## src/rtl/ptu_pkg.sv

```systemverilog
package ptu_pkg;

  typedef enum logic [2:0] {
    SC_IDLE  = 3'd0,
    SC_READ  = 3'd1,
    SC_CHECK = 3'd2,
    SC_WRITE = 3'd3,
    SC_DONE  = 3'd4
  } scan_state_t;

endpackage

```

## src/rtl/ptu_tick_gen.sv

```systemverilog
module ptu_tick_gen #(
  parameter int TIMER_W = 16,
  parameter int TICK_W  = 16
) (
  input  logic               clk,
  input  logic               rst,
  input  logic               intr_en,
  input  logic               scan_busy,
  input  logic [TIMER_W-1:0] timer_now,
  input  logic [TIMER_W-1:0] tick_period,
  output logic               tick_fire,
  output logic [TICK_W-1:0]  tick_val
);

  logic [TIMER_W-1:0] saved_q;
  logic [TIMER_W-1:0] elapsed;
  logic [TICK_W-1:0]  tick_q;
  logic [TICK_W-1:0]  tick_inc;
  logic [TICK_W-1:0]  tick_nxt;

  assign elapsed   = timer_now - saved_q;
  assign tick_fire = intr_en && !scan_busy && (elapsed >= tick_period);
  assign tick_inc  = tick_q + TICK_W'(1);
  assign tick_nxt  = (tick_inc == '0) ? TICK_W'(1) : tick_inc;
  assign tick_val  = tick_q;

  always_ff @(posedge clk) begin
    if (rst) begin
      saved_q <= '0;
      tick_q  <= TICK_W'(1);
    end else if (tick_fire) begin
      saved_q <= timer_now;
      tick_q  <= tick_nxt;
    end
  end


  tick_nonzero_chk: assert property (@(posedge clk) disable iff (rst)
    tick_q != '0);


  tick_step_chk: assert property (@(posedge clk) disable iff (rst)
    (!$past(rst) && (tick_q != $past(tick_q))) |->
      ((tick_q == TICK_W'($past(tick_q) + TICK_W'(1))) ||
       ((tick_q == TICK_W'(1)) && ($past(tick_q) == '1))));


  no_tick_disabled_chk: assert property (@(posedge clk) disable iff (rst)
    !intr_en |=> $stable(tick_q));


  tick_held_chk: assert property (@(posedge clk) disable iff (rst)
    scan_busy |=> $stable(tick_q));

endmodule

```

## src/rtl/ptu_deadline.sv

```systemverilog
module ptu_deadline #(
  parameter int TICK_W = 16
) (
  input  logic              clk,
  input  logic              rst,
  input  logic [TICK_W-1:0] tick_val,
  input  logic [TICK_W-1:0] interval,
  output logic [TICK_W-1:0] deadline
);

  logic [TICK_W-1:0] sum;
  logic [TICK_W-1:0] dl_nxt;
  logic [TICK_W-1:0] dl_q;

  assign sum    = tick_val + interval;
  assign dl_nxt = (interval == '0) ? '0 :
                  (sum == '0)      ? TICK_W'(1) : sum;
  assign deadline = dl_q;

  always_ff @(posedge clk) begin
    if (rst) dl_q <= '0;
    else     dl_q <= dl_nxt;
  end


  never_zero_interval_chk: assert property (@(posedge clk) disable iff (rst)
    ($past(interval) == '0) |-> (dl_q == '0));


  timed_nonzero_chk: assert property (@(posedge clk) disable iff (rst)
    (!$past(rst) && ($past(interval) != '0)) |-> (dl_q != '0));

endmodule

```

## src/rtl/ptu_scan_engine.sv

```systemverilog
module ptu_scan_engine
  import ptu_pkg::*;
#(
  parameter int IDX_W    = 10,
  parameter int TICK_W   = 16,
  parameter int FLAG_W   = 16,
  parameter int WAIT_BIT = 14
) (
  input  logic              clk,
  input  logic              rst,
  input  logic              start,
  input  logic [TICK_W-1:0] tick_val,
  input  logic [IDX_W-1:0]  base,
  input  logic [IDX_W:0]    count,
  input  logic              tbl_ready,
  input  logic [TICK_W-1:0] rd_tmo,
  input  logic [FLAG_W-1:0] rd_flg,
  output logic              rd_en,
  output logic              wr_en,
  output logic [IDX_W-1:0]  addr,
  output logic [TICK_W-1:0] wr_tmo,
  output logic [FLAG_W-1:0] wr_flg,
  output logic              wake_valid,
  output logic [IDX_W-1:0]  wake_idx,
  output logic              done,
  output logic              any,
  output logic              busy
);

  localparam int CNT_W = IDX_W + 1;
  localparam logic [FLAG_W-1:0] WAIT_MASK = FLAG_W'(1) << WAIT_BIT;

  scan_state_t       state_q;
  logic [CNT_W-1:0]  idx_q;
  logic [CNT_W-1:0]  cnt_q;
  logic [IDX_W-1:0]  addr_q;
  logic [FLAG_W-1:0] wr_flg_q;
  logic              any_q;
  logic              any_out_q;
  logic              done_q;
  logic              wake_q;
  logic [IDX_W-1:0]  wake_idx_q;
  logic              hit;
  logic              last;
  scan_state_t       adv_state;

  assign hit       = (rd_tmo != '0) && (rd_tmo == tick_val);
  assign last      = (CNT_W'(idx_q + CNT_W'(1)) == cnt_q);
  assign adv_state = last ? SC_DONE : SC_READ;

  assign rd_en      = (state_q == SC_READ);
  assign wr_en      = (state_q == SC_WRITE);
  assign addr       = addr_q;
  assign wr_tmo     = '0;
  assign wr_flg     = wr_flg_q;
  assign wake_valid = wake_q;
  assign wake_idx   = wake_idx_q;
  assign done       = done_q;
  assign any        = any_out_q;
  assign busy       = (state_q != SC_IDLE);

  always_ff @(posedge clk) begin
    if (rst) begin
      state_q    <= SC_IDLE;
      idx_q      <= '0;
      cnt_q      <= '0;
      addr_q     <= '0;
      wr_flg_q   <= '0;
      any_q      <= 1'b0;
      any_out_q  <= 1'b0;
      done_q     <= 1'b0;
      wake_q     <= 1'b0;
      wake_idx_q <= '0;
    end else begin
      done_q <= 1'b0;
      wake_q <= 1'b0;
      case (state_q)
        SC_IDLE: begin
          if (start) begin
            idx_q   <= '0;
            cnt_q   <= count;
            addr_q  <= base;
            any_q   <= 1'b0;
            state_q <= (count == '0) ? SC_DONE : SC_READ;
          end
        end
        SC_READ: begin
          if (tbl_ready) state_q <= SC_CHECK;
        end
        SC_CHECK: begin
          if (hit) begin
            wr_flg_q <= rd_flg & ~WAIT_MASK;
            state_q  <= SC_WRITE;
          end else begin
            idx_q   <= idx_q + CNT_W'(1);
            addr_q  <= addr_q + IDX_W'(1);
            state_q <= adv_state;
          end
        end
        SC_WRITE: begin
          if (tbl_ready) begin
            wake_q     <= 1'b1;
            wake_idx_q <= addr_q;
            any_q      <= 1'b1;
            idx_q      <= idx_q + CNT_W'(1);
            addr_q     <= addr_q + IDX_W'(1);
            state_q    <= adv_state;
          end
        end
        SC_DONE: begin
          done_q    <= 1'b1;
          any_out_q <= any_q;
          state_q   <= SC_IDLE;
        end
        default: state_q <= SC_IDLE;
      endcase
    end
  end


  one_access_chk: assert property (@(posedge clk) disable iff (rst)
    !(rd_en && wr_en));


  read_hold_chk: assert property (@(posedge clk) disable iff (rst)
    (rd_en && !tbl_ready) |=> (rd_en && $stable(addr)));


  write_hold_chk: assert property (@(posedge clk) disable iff (rst)
    (wr_en && !tbl_ready) |=> (wr_en && $stable(addr) && $stable(wr_flg)));


  wake_after_write_chk: assert property (@(posedge clk) disable iff (rst)
    wake_valid |-> $past(wr_en && tbl_ready));


  done_pulse_chk: assert property (@(posedge clk) disable iff (rst)
    done |=> !done);

endmodule

```

## src/rtl/proc_timeout_unit.sv

```systemverilog
module proc_timeout_unit #(
  parameter int TIMER_W  = 16,
  parameter int TICK_W   = 16,
  parameter int IDX_W    = 10,
  parameter int FLAG_W   = 16,
  parameter int WAIT_BIT = 14
) (
  input  logic               clk,
  input  logic               rst,
  input  logic               intr_en,
  input  logic [TIMER_W-1:0] timer_now,
  input  logic [TIMER_W-1:0] tick_period,
  input  logic [IDX_W-1:0]   tbl_base,
  input  logic [IDX_W:0]     tbl_count,
  input  logic [TICK_W-1:0]  wait_interval,
  output logic [TICK_W-1:0]  deadline,
  output logic [TICK_W-1:0]  tick_count,
  output logic               tbl_rd_en,
  output logic               tbl_wr_en,
  output logic [IDX_W-1:0]   tbl_addr,
  output logic [TICK_W-1:0]  tbl_wr_tmo,
  output logic [FLAG_W-1:0]  tbl_wr_flg,
  input  logic               tbl_ready,
  input  logic [TICK_W-1:0]  tbl_rd_tmo,
  input  logic [FLAG_W-1:0]  tbl_rd_flg,
  output logic               wake_valid,
  output logic [IDX_W-1:0]   wake_idx,
  output logic               scan_done,
  output logic               scan_any
);

  logic              tick_fire;
  logic              scan_busy;
  logic [TICK_W-1:0] tick_val;

  ptu_tick_gen #(
    .TIMER_W (TIMER_W),
    .TICK_W  (TICK_W)
  ) u_tick (
    .clk         (clk),
    .rst         (rst),
    .intr_en     (intr_en),
    .scan_busy   (scan_busy),
    .timer_now   (timer_now),
    .tick_period (tick_period),
    .tick_fire   (tick_fire),
    .tick_val    (tick_val)
  );

  ptu_deadline #(
    .TICK_W (TICK_W)
  ) u_deadline (
    .clk      (clk),
    .rst      (rst),
    .tick_val (tick_val),
    .interval (wait_interval),
    .deadline (deadline)
  );

  ptu_scan_engine #(
    .IDX_W    (IDX_W),
    .TICK_W   (TICK_W),
    .FLAG_W   (FLAG_W),
    .WAIT_BIT (WAIT_BIT)
  ) u_scan (
    .clk        (clk),
    .rst        (rst),
    .start      (tick_fire),
    .tick_val   (tick_val),
    .base       (tbl_base),
    .count      (tbl_count),
    .tbl_ready  (tbl_ready),
    .rd_tmo     (tbl_rd_tmo),
    .rd_flg     (tbl_rd_flg),
    .rd_en      (tbl_rd_en),
    .wr_en      (tbl_wr_en),
    .addr       (tbl_addr),
    .wr_tmo     (tbl_wr_tmo),
    .wr_flg     (tbl_wr_flg),
    .wake_valid (wake_valid),
    .wake_idx   (wake_idx),
    .done       (scan_done),
    .any        (scan_any),
    .busy       (scan_busy)
  );

  assign tick_count = tick_val;


  wake_in_scan_chk: assert property (@(posedge clk) disable iff (rst)
    wake_valid |-> (scan_busy || scan_done || $past(scan_busy)));


  quiet_reset_chk: assert property (@(posedge clk)
    $past(rst) |-> (!wake_valid && !scan_done && !tbl_rd_en && !tbl_wr_en));

endmodule

```

## config.mk

```make
export PLATFORM = sky130hd
export DESIGN_NAME = proc_timeout_unit
export DESIGN_NICKNAME = d
export VERILOG_FILES = /design/src/rtl/ptu_pkg.sv /design/src/rtl/ptu_tick_gen.sv /design/src/rtl/ptu_deadline.sv /design/src/rtl/ptu_scan_engine.sv /design/src/rtl/proc_timeout_unit.sv
export SDC_FILE = /design/constraint.sdc
export NUM_CORES = 1
export LEC_CHECK = 0
export ABC_AREA = 0
export BUFFER_PORTS_ARGS = -buffer_cell sky130_fd_sc_hd__buf_2
export CAP_MARGIN = 40
export CORE_MARGIN = 4
export CORE_UTILIZATION = 58
export CTS_CLUSTER_DIAMETER = 100
export DETAILED_ROUTE_END_ITERATION = 8
export PLACE_DENSITY = 0.86
export RECOVER_POWER = 25
export SLEW_MARGIN = 20
export SYNTH_ARGS = -nofsm -noshare
export SYNTH_HDL_FRONTEND = slang
export SYNTH_SLANG_ARGS = --single-unit
```

## constraint.sdc

```tcl
create_clock -name clk -period 10.55 [get_ports clk]
set_clock_uncertainty 0.1 [all_clocks]
set_input_delay 1.055 -clock clk [delete_from_list [all_inputs] [get_ports clk]]
set_output_delay 1.055 -clock clk [all_outputs]
set_load 0.02 [all_outputs]
```

# --- After elaboration in Yosys (flattened, before gate mapping) ---
# Index checks and enable logic that the tools add are counted.
word_totals:
  regBits: 112
  latchBits: 0
  mem_bits_rw: 0
  romBits: 0
  inputBits: 105
  out_inout_bits: 89
  word_cells: 75
  mem_count: 0
classes:
  add_sub_neg: 5
  multipliers: 0
  div_mod_pow: 0
  n_lt_le_gt_ge: 1
  n_eq_ne: 10
  n_shift: 0
  muxes: 22
  bitwise: 1
  n_reduce_logical: 22
ops:
  columns: ["operator", "n"]
  rows:
  - ["zero test 16 bit", 3]
  - ["two-way mux 11 bit", 3]
  - ["one-hot mux 11 bit (3 select lines)", 1]
  - ["two-way mux 10 bit", 3]
  - ["one-hot mux 10 bit (3 select lines)", 1]
  - ["two-way mux 3 bit", 6]
  - ["adder 16 x 1 -> 16 bit, second input constant", 1]
  - ["adder 16 bit", 1]
  - ["equality test 16 bit", 1]
  - [">= comparator 16 bit", 1]
  - ["two-way mux 16 bit", 1]
  - ["nonzero test 16 bit", 1]
  - ["subtractor 16 bit", 1]
  - ["one-hot mux 3 bit (4 select lines)", 1]
  - ["adder 11 x 1 -> 11 bit, second input constant", 1]
  - ["equality test 11 bit", 1]
  - ["zero test 11 bit", 1]
  - ["adder 10 x 1 -> 10 bit, second input constant", 1]
  - ["equality test 3 x 2 -> 1 bit, second input constant", 2]
  - ["AND reduction 2 bit", 3]
  - ["AND reduction 3 bit", 2]
  - ["nonzero test 3 bit", 2]
  - ["two-way mux 1 bit", 5]
  - ["!= test 2 x 1 -> 1 bit, second input constant", 2]
  - ["12 further kinds", 16]

# --- Depth between registers and ports, before layout ---
logic_depth:
  word_depth: 6
  mapped_depth: 21
  ltp_nobuf: 19

# --- Hierarchy ---
# Synthesis repeated with hierarchy kept, for this count alone.
hier_totals:
  cells_unflattened: 958
  hier_area_um2: 7751.2
modules_own_cells:
  columns: ["mod", "n_inst", "cells_per_inst", "area_each_um2", "seq_area_each_um2"]
  rows:
  - ["ptu_scan_engine", 1, 423, 3478.3, 1281.2]
  - ["ptu_tick_gen", 1, 372, 2894.0, 640.6]
  - ["ptu_deadline", 1, 163, 1378.8, 320.3]

# --- Least setup slack after synthesis ---
# OpenSTA, ideal clock, no wires.
synth_path:
  path_type: "input port to flip-flop"
  from: "input timer_now[1]"
  to: "register u_scan.addr_q[4], in the netlist u_scan.addr[4]"
  setup_ns: 0.117
  t_arrival_ns: 4.697
  required_ns: 10.333
  slack_ns: 5.636
  stages: 18
  path_buffers: 1
  cell_sequence: "ha_1 > nor2b_1 > o21ai_0 > a21boi_1 > o211ai_1 > a21oi_1 > o31ai_1 > xnor2_1 > ha_1 > a21o_1 > a21o_1 > a211o_1 > a21o_1 > a21o_1 > o21ai_2 > clkbuf_1 > mux2i_1 > nand2_1"
synth_via:
  elab_chain_cells: 5
synth_rtl:
  columns: ["element", "line", "text"]
  rows:
  - ["start: declaration", "proc_timeout_unit.sv:11", "input logic [TIMER_W-1:0] timer_now,"]
  - ["subtractor 16 bit", "ptu_tick_gen.sv:21", "assign elapsed = timer_now - saved_q;"]
  - [">= comparator 16 bit", "ptu_tick_gen.sv:22", "assign tick_fire = intr_en && !scan_busy && (elapsed >= tick_period);"]
  - ["logical AND 1 bit", "ptu_tick_gen.sv:22", null]
  - ["!= test 2 bit (no line)", null, null]
  - ["AND reduction 4 bit (no line)", null, null]
  - ["end signal: assignment", "ptu_scan_engine.sv:82", "addr_q <= base;"]
  - ["end signal: assignment", "ptu_scan_engine.sv:96", "addr_q <= addr_q + IDX_W'(1);"]
  - ["end signal: assignment", "ptu_scan_engine.sv:106", "addr_q <= addr_q + IDX_W'(1);"]
  - ["end: declaration", "ptu_scan_engine.sv:36", "logic [IDX_W-1:0] addr_q;"]
# Every way passes these cells.
# A chain may end at the register's enable or synchronous reset.

# --- Worst setup path in the final report ---
layout_path:
  from: "input timer_now[1]"
  to: "register u_scan.idx_q[7]"
layout_via:
  elab_chain_cells: 5
layout_rtl:
  columns: ["element", "line", "text"]
  rows:
  - ["subtractor 16 bit", "ptu_tick_gen.sv:21", null]
  - [">= comparator 16 bit", "ptu_tick_gen.sv:22", null]
  - ["logical AND 1 bit", "ptu_tick_gen.sv:22", null]
  - ["!= test 2 bit (no line)", null, null]
  - ["AND reduction 4 bit (no line)", null, null]
  - ["end signal: assignment", "ptu_scan_engine.sv:95", "idx_q <= idx_q + CNT_W'(1);"]
  - ["end signal: assignment", "ptu_scan_engine.sv:105", "idx_q <= idx_q + CNT_W'(1);"]
  - ["end: declaration", "ptu_scan_engine.sv:34", "logic [CNT_W-1:0] idx_q;"]
# Every way passes these cells.

==> impl_results.md <==
- Status: completed
- Fillcell total: 1119
- WS Path Type: in -> reg
- Final core utilization: 0.685
- Post-Synthesis Cell Area: 7490 um^2
- Largest net degree at the start of global routing: 56
- Full die area: 14800 um^2
- CTS HTree Levels: 3
- Antenna violations before repair: 1
- Die Wd: 122 um
- Peak VDD IR: 0.147 mV
- Critical Path Source Type: input pin
- Synth Area in XOR/XNOR: 0.0629
- CP Launch Point: timer_now[1]
- Post-synth EDFFs: 0
- GRT Overall Usage: 0.266
- Root buf cell: clkbuf_16
- Final Cycle Share: 0.531
- Post-synthesis simple-gate area fraction: 0.254
- Largest family of logic cells by synthesized area: simple AND/OR/NAND/NOR gates
- Drt initial violations: 596
- Reg2reg end: u_scan.idx_q[7]$_SDFFE_PP0P_
- Resized cells post-CTS: 0
- Worst hold path type: reg -> reg
- Via Count: 7430
- RSZ-0062 raised after global routing: no
- Avg Inst Size Synth: 7.80 um^2
- Worst R2R Start: u_tick.saved_q[1]$_SDFFE_PP0P_
- Worst Path Buf+Inv: 2
- Final Setup Violations: 0
- Total gr overflow: 0
- Antenna diodes: 0
- Clock sinks: 112
- Detailed Routing Iterations Pass 1: 5
- Setup_tns: 0 ns
- Layout cells sized above 1: 0.155
- Final nets: 1257
- Final hold vios: 0
- Synth Area in Compound Gates: 0.197
- Adder-cell area share of the yosys netlist: 0.0872
- Area growth, synth to finish: 15.4%
- Max cap viols: 0
- CTS Buf Count: 9
- CTS Buffer Depth: 2
- Buffer count from post-CTS setup fixing: 0
- Number of port buffers: 175
- Worst-path fanout max: 55
- Yosys warning count: 0
- Slew Limit Headroom: 0.426
- Dpl hpwl: 14.7 mm
- Critical Path End Type: register
- WL/cell: 15.5 um
- Predominant post-synthesis flop cell: dfxtp_1
- Vias in the first global route: 6716
- I/O pins: 194
- Drc violations: 0
- Critical-path top delay cell: o31ai_1
- Cell Area, Placed: 8360 um^2
- First-pass GRT wire length: 32.4 mm
- Req. time, crit path: 10.71 ns
- Mux cell area share after synthesis: 0.0309
- WHS: 0.358 ns
- Leakage: 0.00364 uW
- Clk pin slew, worst setup/hold paths: 0.08 ns
- CP peak stage delay: 0.56 ns
- Latest clock arrival within the worst-skew pair: 0.36 ns
- Rows: 41
- Routed vias/inst: 5.81
- Total power: 1490 uW
- Yosys cell types: 78
- Crit path max-delay family: compound AO/OA/AOI/OAI gates
- Hold Crit Start: u_tick.saved_q[11]$_SDFFE_PP0P_
- Power Density: 172 nW/um^2
- Worst r2r path cells: 19
- Synth async-reset ratio: 0
- Hold endpoint: u_tick.saved_q[11]$_SDFFE_PP0P_
- Actual slew at the worst max-slew pin: 0.860 ns
- Min Tclk post-route: 5.60 ns
- Core Region: 12600 um^2
- Reg2Reg Setup Slack: 5.34 ns
- Post-Synthesis Cells: 961
- CP dominant cell by count: a21o_1
- Register area share after synthesis: 0.299
- Finished Cell Area: 8650 um^2
- Die Ht: 122 um
- Final Max Tran Viols: 0
- Hold Crit Depth: 2
- Initial core utilization: 0.594
- Hold_buf cts: 0
- CTS tree: built
- Critical path arrival: 5.76 ns
- Max frequency: 179 MHz
- Cells along the critical path: buf_2 -> ha_1 -> nor2b_1 -> o21ai_0 -> a21boi_1 -> o211ai_1 -> a21oi_1 -> o31ai_1 -> xnor2_1 -> ha_1 -> a21o_1 -> a21o_1 -> a211o_1 -> a21o_1 -> a21o_1 -> o21ai_4 -> buf_4 -> nand2_1 -> a311oi_1
- Antenna Nets Post-Route: 0
- Seq cells post-synth: 112
- Placer's final routability congestion estimate: 0.937
- Final WL: 19.8 mm
## sequential cells by signal, indices dropped and copies added, names as in the netlist, 3 cells and up
| signal | count |
|---|---|
| u_scan.wr_flg | 15 |
| u_scan.wake_idx | 10 |
| u_tick.tick_val | 16 |
| u_scan.state_q | 3 |
| u_tick.saved_q | 16 |
| u_scan.cnt_q | 11 |
| u_scan.idx_q | 11 |
| u_scan.addr | 10 |
| u_deadline.deadline | 16 |
## worst max path at each step
stage | endpoint | depth (start not counted)
after floorplan | u_scan.addr[4]$_SDFFE_PP0P_ | 18
after global placement | u_scan.idx_q[7]$_SDFFE_PP0P_ | 19
after detailed placement | u_scan.idx_q[7]$_SDFFE_PP0P_ | 19
after CTS | u_scan.idx_q[7]$_SDFFE_PP0P_ | 19
after global routing | u_scan.idx_q[3]$_SDFFE_PP0P_ | 19
final | u_scan.idx_q[7]$_SDFFE_PP0P_ | 19
## layout make-up
| type | count | area [um^2] | area share |
|---|---|---|---|
| clock buffers | 9 | 225 | 0.0260 |
| clock inverters | 7 | 98.8 | 0.0114 |
| inverters | 48 | 180 | 0.0208 |
| multi-input cells | 749 | 4800 | 0.555 |
| flip-flops and latches | 112 | 2240 | 0.259 |
| well taps | 172 | 215 | 0.0249 |
| repair buffers | 181 | 882 | 0.102 |
## synthesized netlist by cell type, types with 4 or more instances
| cell type | instances | area (um^2) |
|---|---|---|
| a211oi_1 | 5 | 37.5 |
| nand2b_1 | 6 | 37.5 |
| nor4_1 | 18 | 113 |
| o31ai_1 | 6 | 45.0 |
| nand2_1 | 131 | 492 |
| a211o_1 | 4 | 35.0 |
| clkbuf_1 | 40 | 150 |
| nor3_1 | 36 | 180 |
| buf_4 | 19 | 143 |
| a32o_1 | 6 | 60.1 |
| nand3b_1 | 7 | 52.6 |
| nand3_1 | 37 | 185 |
| and3_1 | 14 | 87.6 |
| xnor2_1 | 26 | 228 |
| or3_1 | 9 | 56.3 |
| or2_2 | 5 | 31.3 |
| inv_1 | 47 | 176 |
| o21ai_1 | 12 | 60.1 |
| nand4_1 | 16 | 100 |
| mux2i_1 | 22 | 220 |
| o21ai_0 | 18 | 90.1 |
| nor2b_1 | 9 | 56.3 |
| a21o_1 | 12 | 90.1 |
| xor2_1 | 26 | 228 |
| ha_1 | 49 | 613 |
| o21bai_1 | 4 | 30.0 |
| and2_1 | 8 | 50.1 |
| a311oi_1 | 5 | 43.8 |
| nor2_1 | 64 | 240 |
| a31o_1 | 6 | 52.6 |
| dfxtp_1 | 112 | 2240 |
| a32oi_1 | 4 | 35.0 |
| a31oi_1 | 11 | 68.8 |
| nor4b_1 | 5 | 43.8 |
| a21oi_1 | 83 | 415 |
| o21a_1 | 5 | 37.5 |
| nor3b_1 | 4 | 30.0 |
| o211ai_1 | 10 | 75.1 |
| buf_2 | 8 | 40.0 |
## report_power, final
| group | switching (uW) | internal [uW] |
|---|---|---|
| combinational | 364 | 212 |
| clock | 175 | 192 |
| sequential | 68.0 | 477 |
## metrics by stage
| stage | cells | setup slack, ns |
|---|---|---|
| 2_1_floorplan | 977 | 5.64 |
| 4_1_cts | 1277 | 4.96 |
| 3_5_place_dp | 1261 | 4.58 |
| 5_1_grt | 1278 | 4.62 |
| 6_report | 1278 | 4.95 |
| 3_3_place_gp | 1259 | 4.76 |
## cell usage in the layout, fill, tap and decap left out, types with 8 or more instances in the layout
master and count:
nand2_1 131, buf_2 129, dfxtp_1 112, a21oi_1 83, nor2_1 64, ha_1 49
inv_1 47, clkbuf_1 46, nand3_1 37, nor3_1 36, xnor2_1 26, xor2_1 26
mux2i_1 22, o21ai_0 18, nor4_1 18, conb_1 17, nand4_1 16, and3_1 14
a21o_1 12, o21ai_1 12, a31oi_1 11, o211ai_1 10, nor2b_1 9, or3_1 9
clkbuf_16 9, and2_1 8
## metal layers
| metal | part of all wire | track usage | vias to the layer above |
|---|---|---|---|
| li1 | - | - | 3682 |
| met1 | 0.42 | 0.341 | 3413 |
| met4 | 0.019 | 0.0777 | 2 |
| met2 | 0.48 | 0.445 | 301 |
| met3 | 0.085 | 0.0659 | 32 |
| met5 | 0.00061 | 0 | - |
## logic make-up (layout without fill, tap and decap cells)
logic type / count (synthesis) / after routing
compound gates: 220 / 220
xor+xnor: 53 / 53
fa+ha+maj: 51 / 51
buf+inv: 116 / 245
flops: 112 / 112
mux: 23 / 23
other cells: 1 / 17
simple gates: 385 / 385
## worst min-delay path, stage by stage (launching register included)
cell	delay, ns
dfxtp_1	0.31
nand2_1	0.05
a21oi_1	0.05
Power figures use the tool's default switching activity.
